`src/rtl/lls_pkg.sv`:
```
package lls_pkg;

  typedef enum logic [2:0] {
    ST_IDLE,
    ST_HEAD,
    ST_VAL,
    ST_PTR,
    ST_TAIL,
    ST_LAST,
    ST_DONE
  } lls_state_e;

  typedef enum logic [1:0] {
    ADD_NONE,
    ADD_HEADINC,
    ADD_PTRINC,
    ADD_ACCUM
  } lls_add_e;

  typedef struct packed {
    logic     rd_en;
    logic     addr_numa;
    logic     ld_next;
    logic     ld_x;
    logic     clr;
    lls_add_e add_sel;
  } lls_ctl_t;

endpackage

```
`src/rtl/lls_rst_sync.sv`:
```
module lls_rst_sync #(
  parameter int STAGES = 2
) (
  input  logic clk,
  input  logic arst_n,
  output logic srst_n
);
  logic [STAGES-1:0] sync_q;

  always_ff @(posedge clk or negedge arst_n) begin
    if (!arst_n) sync_q <= '0;
    else         sync_q <= {sync_q[STAGES-2:0], 1'b1};
  end

  assign srst_n = sync_q[STAGES-1];
endmodule

```
`src/rtl/lls_ctrl.sv`:
```
module lls_ctrl
  import lls_pkg::*;
(
  input  logic     clk,
  input  logic     rst_n,
  input  logic     start,
  input  logic     head_zero,
  input  logic     ptr_zero,
  output lls_ctl_t ctl,
  output logic     busy,
  output logic     done
);
  lls_state_e state_q, state_d;

  // next-state logic
  always_comb begin
    state_d = state_q;
    unique case (state_q)
      ST_IDLE: if (start) state_d = head_zero ? ST_DONE : ST_HEAD;
      ST_HEAD: state_d = ST_VAL;
      ST_VAL:  state_d = ptr_zero ? ST_TAIL : ST_PTR;
      ST_PTR:  state_d = ST_VAL;
      ST_TAIL: state_d = ST_LAST;
      ST_LAST: state_d = ST_DONE;
      ST_DONE: state_d = ST_IDLE;
      default: state_d = ST_IDLE;
    endcase
  end

  always_ff @(posedge clk or negedge rst_n) begin
    if (!rst_n) state_q <= ST_IDLE;
    else        state_q <= state_d;
  end

  // control-point decode
  always_comb begin
    ctl = '{rd_en: 1'b0, addr_numa: 1'b0, ld_next: 1'b0, ld_x: 1'b0,
            clr: 1'b0, add_sel: ADD_NONE};
    unique case (state_q)
      ST_IDLE: if (start) begin
        ctl.clr     = 1'b1;
        ctl.add_sel = ADD_HEADINC;
      end
      ST_HEAD: ctl.rd_en = 1'b1;
      ST_VAL: begin
        ctl.rd_en     = 1'b1;
        ctl.addr_numa = 1'b1;
        ctl.ld_next   = 1'b1;
        ctl.add_sel   = ADD_PTRINC;
      end
      ST_PTR: begin
        ctl.rd_en   = 1'b1;
        ctl.ld_x    = 1'b1;
        ctl.add_sel = ADD_ACCUM;
      end
      ST_TAIL: begin
        ctl.ld_x    = 1'b1;
        ctl.add_sel = ADD_ACCUM;
      end
      ST_LAST: ctl.add_sel = ADD_ACCUM;
      default: ;
    endcase
  end

  assign busy = (state_q != ST_IDLE) && (state_q != ST_DONE);
  assign done = (state_q == ST_DONE);

  a_r6_done_pulse: assert property (@(posedge clk) disable iff (!rst_n)
    done |=> !done);
  a_r6_not_busy_at_done: assert property (@(posedge clk) disable iff (!rst_n)
    done |-> !busy);
  a_r7_empty_fast: assert property (@(posedge clk) disable iff (!rst_n)
    (state_q == ST_IDLE && start && head_zero) |=> (done && !ctl.rd_en));
  a_r4_stop_on_null: assert property (@(posedge clk) disable iff (!rst_n)
    (state_q == ST_VAL && ptr_zero) |=> (!ctl.rd_en ##1 !ctl.rd_en));
  a_r8_start_ignored: assert property (@(posedge clk) disable iff (!rst_n)
    (busy && start && state_q != ST_LAST) |=> busy);
endmodule

```
`src/rtl/lls_datapath.sv`:
```
module lls_datapath
  import lls_pkg::*;
#(
  parameter int W = 16
) (
  input  logic         clk,
  input  logic         rst_n,
  input  lls_ctl_t     ctl,
  input  logic [W-1:0] head,
  input  logic [W-1:0] mem_rdata,
  output logic [W-1:0] mem_addr,
  output logic [W-1:0] sum,
  output logic         head_zero,
  output logic         ptr_zero
);
  localparam logic [W-1:0] ONE = W'(1);

  logic [W-1:0] next_q, numa_q, x_q, sum_q;
  logic [W-1:0] next_d, numa_d, x_d, sum_d;
  logic         next_en, numa_en, x_en, sum_en;
  logic [W-1:0] add_a, add_b, add_y;

  // the single shared adder
  always_comb begin
    unique case (ctl.add_sel)
      ADD_ACCUM:   begin add_a = sum_q;     add_b = x_q; end
      ADD_HEADINC: begin add_a = head;      add_b = ONE; end
      default:     begin add_a = mem_rdata; add_b = ONE; end
    endcase
    add_y = add_a + add_b;
  end

  // register next values and clock enables
  always_comb begin
    next_en = ctl.clr | ctl.ld_next;
    next_d  = ctl.clr ? head : mem_rdata;
    numa_en = (ctl.add_sel == ADD_HEADINC) | (ctl.add_sel == ADD_PTRINC);
    numa_d  = add_y;
    x_en    = ctl.clr | ctl.ld_x;
    x_d     = ctl.clr ? '0 : mem_rdata;
    sum_en  = ctl.clr | (ctl.add_sel == ADD_ACCUM);
    sum_d   = ctl.clr ? '0 : add_y;
  end

  always_ff @(posedge clk or negedge rst_n) begin
    if (!rst_n) begin
      next_q <= '0;
      numa_q <= '0;
      x_q    <= '0;
      sum_q  <= '0;
    end else begin
      if (next_en) next_q <= next_d;
      if (numa_en) numa_q <= numa_d;
      if (x_en)    x_q    <= x_d;
      if (sum_en)  sum_q  <= sum_d;
    end
  end

  assign mem_addr  = ctl.addr_numa ? numa_q : next_q;
  assign sum       = sum_q;
  assign head_zero = (head == '0);
  assign ptr_zero  = (mem_rdata == '0);

  a_r3_val_after_ptr: assert property (@(posedge clk) disable iff (!rst_n)
    (ctl.rd_en && ctl.addr_numa) |-> (mem_addr == $past(mem_addr) + ONE));
  a_r3_ptr_follows_link: assert property (@(posedge clk) disable iff (!rst_n)
    (ctl.rd_en && !ctl.addr_numa && $past(ctl.ld_next)) |-> (mem_addr == $past(mem_rdata)));
endmodule

```
`src/rtl/lls_sum_engine.sv`:
```
module lls_sum_engine
  import lls_pkg::*;
#(
  parameter int W          = 16,
  parameter int SYNC_STAGES = 2
) (
  input  logic         clk,
  input  logic         rst_n,
  input  logic         start,
  input  logic [W-1:0] head,
  output logic         busy,
  output logic         done,
  output logic [W-1:0] sum,
  output logic         mem_rd_en,
  output logic [W-1:0] mem_addr,
  input  logic [W-1:0] mem_rdata
);
  logic     srst_n;
  lls_ctl_t ctl;
  logic     head_zero, ptr_zero;

  lls_rst_sync #(.STAGES(SYNC_STAGES)) u_rst (
    .clk    (clk),
    .arst_n (rst_n),
    .srst_n (srst_n)
  );

  lls_ctrl u_ctrl (
    .clk       (clk),
    .rst_n     (srst_n),
    .start     (start),
    .head_zero (head_zero),
    .ptr_zero  (ptr_zero),
    .ctl       (ctl),
    .busy      (busy),
    .done      (done)
  );

  lls_datapath #(.W(W)) u_dp (
    .clk       (clk),
    .rst_n     (srst_n),
    .ctl       (ctl),
    .head      (head),
    .mem_rdata (mem_rdata),
    .mem_addr  (mem_addr),
    .sum       (sum),
    .head_zero (head_zero),
    .ptr_zero  (ptr_zero)
  );

  assign mem_rd_en = ctl.rd_en;

  a_r9_sum_hold: assert property (@(posedge clk) disable iff (!srst_n)
    (!busy && !start) |=> $stable(sum));
  a_r1_quiet_idle: assert property (@(posedge clk) disable iff (!srst_n)
    (!busy) |-> !mem_rd_en);
endmodule

```
`config.mk`:
```
export PLATFORM = sky130hd
export DESIGN_NAME = lls_sum_engine
export DESIGN_NICKNAME = d
export VERILOG_FILES = /design/src/rtl/lls_pkg.sv /design/src/rtl/lls_rst_sync.sv /design/src/rtl/lls_ctrl.sv /design/src/rtl/lls_datapath.sv /design/src/rtl/lls_sum_engine.sv
export SDC_FILE = /design/constraint.sdc
export NUM_CORES = 1
export LEC_CHECK = 0
export BUFFER_PORTS_ARGS = -buffer_cell sky130_fd_sc_hd__buf_2
export CAP_MARGIN = 40
export CORE_MARGIN = 10
export CORE_UTILIZATION = 57
export DETAILED_ROUTE_END_ITERATION = 12
export GPL_ROUTABILITY_DRIVEN = 1
export GPL_TIMING_DRIVEN = 0
export PLACE_DENSITY = 0.86
export SLEW_MARGIN = 30
export SYNTH_ARGS = -nofsm -noshare
export SYNTH_HDL_FRONTEND = slang
export SYNTH_SLANG_ARGS = --single-unit
```
`constraint.sdc`:
```
create_clock -name clk -period 2.9 [get_ports clk]
set_clock_uncertainty 0.2 [all_clocks]
set_input_delay 0.29 -clock clk [delete_from_list [all_inputs] [get_ports clk]]
set_output_delay 0.29 -clock clk [all_outputs]
set_load 0.1 [all_outputs]
```
==> impl_metrics.py <==
metrics = {
    "floorplanning": {
        "floorplan.rows": 31,
        "fp.dieArea_sq_mm": 0.0115,
        "fp.dieH_um": 107,
        "coreArea_sq_mm": 0.00729,
        "start_util": 0.592,
        "die_x_um": 107,
        "ios": 70,
    },
    "synth": {
        "ys.flop_type": "dfrtp_1",
        "yosys_warnings": 0,
        "syn_area_per_cell_sq_um": 8.85,
        "synth_top_area_share": 0.400,
        "synth_nets": 541,
        "synth_cell_types": 58,
        "syn_inst": 488,
        "ys_seq_elements": 69,
        "synth_area_leaders": "dfrtp_1 40%, nand2_1 6.7%, mux2i_1 5.1%",
        "synth_edf_count": 0,
        "synth_area_leader_cell": "dfrtp_1",
        "async_reset_ff_frac": 1.00,
        "synth_area_sq_mm": 0.00432,
        "seq_area_frac_synth": 0.400,
    },
    "routing": {
        "routed_wl_mm": 18.0,
        "ant_nets": 0,
        "vias_per_cell": 6.84,
        "drt_iter0_markers": 607,
        "wl_per_cell_um": 25.2,
        "vias": 4900,
        "drc": 0,
        "dr.pass1.iters": 6,
    },
    "critical_path": {
        "critical_path_class": "reg -> reg",
        "arrival_ps": 3960,
        "path_max_fanout": 6,
        "critPathLaunchType": "flop",
        "worstPathRequired_ps": 3000,
        "reg2reg_depth": 18,
        "end_kind": "flop",
    },
    "worst_hold_path": {
        "min_path_cells": 3,
        "hold_path_class": "in -> reg",
    },
    "grt": {
        "grt_first_pass_wirelength_mm": 23.2,
        "grt_max_degree": 37,
        "grt_antenna_before_repair": 0,
        "grt-ovfl-total": 0,
        "grt_usage": 0.254,
        "grt_pass1_vias": 4587,
    },
    "cells_and_area": {
        "final_nets": 666,
        "layout_common_cells": "74 x nand2_1, 70 x buf_2, 67 x dfrtp_1",
        "syn_to_final_growth_pct": 36.4,
        "final_common_cell": "nand2_1",
        "drive_gt1_frac": 0.378,
        "num_antenna_cells": 0,
    },
    "placement": {
        "place.port_buffers": 69,
        "place_congestion": 0.957,
        "dp_hpwl_mm": 10.1,
    },
    "clock_network": {
        "cts_max_path_buffers": 2,
        "worstSkewPairLatency_ps": 370,
        "cts_sinks": 69,
        "ctsRootBufferMaster": "clkbuf_8",
        "cts_tree": "yes",
        "path_clk_slew_ps": 80,
        "cts_buffers": 9,
        "h-tree-depth": 3,
    },
    "timing": {
        "timing.slew.headroom": 0.455,
        "clock.fmax_mhz": 259,
        "hold_ws_ps": -10.9,
        "maxSlewViolCount": 0,
        "rsz0062_at_grt": "true",
        "tightest_slew_ps": 813,
        "setup_ws_ps": -960,
        "min_period_ps": 3860,
        "hold_viol": 3,
        "period_share": 1.33,
        "setup_viol": 26,
        "setup_tns_ps": -16470,
    },
    "run": {
        "drv_cap": 0,
    },
    "outcome": {
        "violations": "hold timing, setup timing",
        "outcome": "finished with violations",
    },
}
timing repair:
action	CTS	global route
hold buffers	1	0
pin swaps	29	43
setup buffers	27	21
resized for setup	39	55
endpoints found under the hold margin	2	0
setup endpoints to repair	35	30
cell type report:
class | count | area, sq um
clock buffers | 13 | 159
fillers | 462 | 1410
clock inverters | 2 | 10.0
inverters | 8 | 37.5
multi-input cells | 381 | 2840
repair buffers | 118 | 758
plain buffers | 26 | 230
well taps | 99 | 124
flip-flops and latches | 69 | 1730
state kept, by name (all words and copies together), names as in the netlist:
signal,cells
u_dp.next_q,16
u_dp.numa_q,16
u_dp.sum,16
u_dp.x_q,16
u_ctrl.state_q,3
u_rst.sync_q,2
Yosys cell counts, drive strengths merged (2+ instances only):
library cell,n
and3b,2
inv,7
nand3b,6
and3,4
o21a,2
nand3,22
ha,17
o22ai,2
a211o,3
mux2i,22
a21o,5
nor2b,2
a21boi,2
a21oi,28
and2,17
xor2,6
nand2,77
nor4,9
nor2,39
o311ai,2
a211oi,3
nand4,6
buf,7
a22oi,15
nor3,5
o31a,4
clkbuf,23
dfrtp,69
o21ai,36
nand2b,3
o31ai,3
xnor2,5
mux2,19
layer usage:
metal / track usage / part of all wire / vias up
met5: 0 / 0 / -
met4: 0.153 / 0.083 / 0
met3: 0.0683 / 0.14 / 162
met2: 0.405 / 0.44 / 498
met1: 0.300 / 0.34 / 2249
li1: - / - / 1991
stage by stage:
stage	instance area (sq um)	util	cells	setup WS, ps	hold slack (ps)
finish	5890	0.807	716	-960	-10.9
global route	5890	0.807	716	-1130	5.42
CTS	5510	0.756	698	-777	7.56
detailed placement	4970	0.682	657	-1090	-123
global placement	4950	0.678	656	-994	-125
floorplan	4480	-	488	-662	-206
final timing paths:
kind                                                    start                             to  slack, ps
max in group asynchronous           u_rst.sync_q[1]$_DFF_PN0_  u_ctrl.state_q[1]$_DFFE_PN0P_       1870
min in group asynchronous                               rst_n      u_rst.sync_q[1]$_DFF_PN0_         40
worst max-delay path            u_ctrl.state_q[0]$_DFFE_PN0P_       u_dp.sum[14]$_DFFE_PN0P_       -960
worst max register to register  u_ctrl.state_q[0]$_DFFE_PN0P_       u_dp.sum[14]$_DFFE_PN0P_       -960
worst min-delay path                                 head[12]    u_dp.next_q[12]$_DFFE_PN0P_        -10
worst min register to register      u_rst.sync_q[1]$_DFF_PN0_     u_dp.numa_q[3]$_DFFE_PN0P_         80
cells by family (layout without fill, tap and decap cells):
group | Yosys count | after routing | share of synthesized area
AOI/OAI and AO/OA | 114 | 114 | 0.171
xor gates and xnor gates | 11 | 11 | 0.0223
adders and majority gates | 18 | 18 | 0.0539
buffers and inverters | 38 | 167 | 0.0345
DFF | 69 | 69 | 0.400
muxes | 41 | 41 | 0.101
other | 1 | 1 | 0.000869
and+or+nand+nor | 196 | 196 | 0.217
critical path, cell delays in order, from the launching register on:
cell and delay (ps):
dfrtp_1 380, buf_6 120, nand2b_4 130, a21o_1 190, nand2_2 100, buf_8 120, ha_4 160, clkbuf_16 150
buf_8 110, buf_4 110, a22oi_1 80, a21oi_1 160, ha_1 410, o21ai_0 170, nand2b_1 180, and2_2 200
o221ai_2 150, or4b_1 550, nand3_1 90
Power is not shown: default switching activity piles up to over one toggle a cycle in this logic, so the estimate is an artifact.
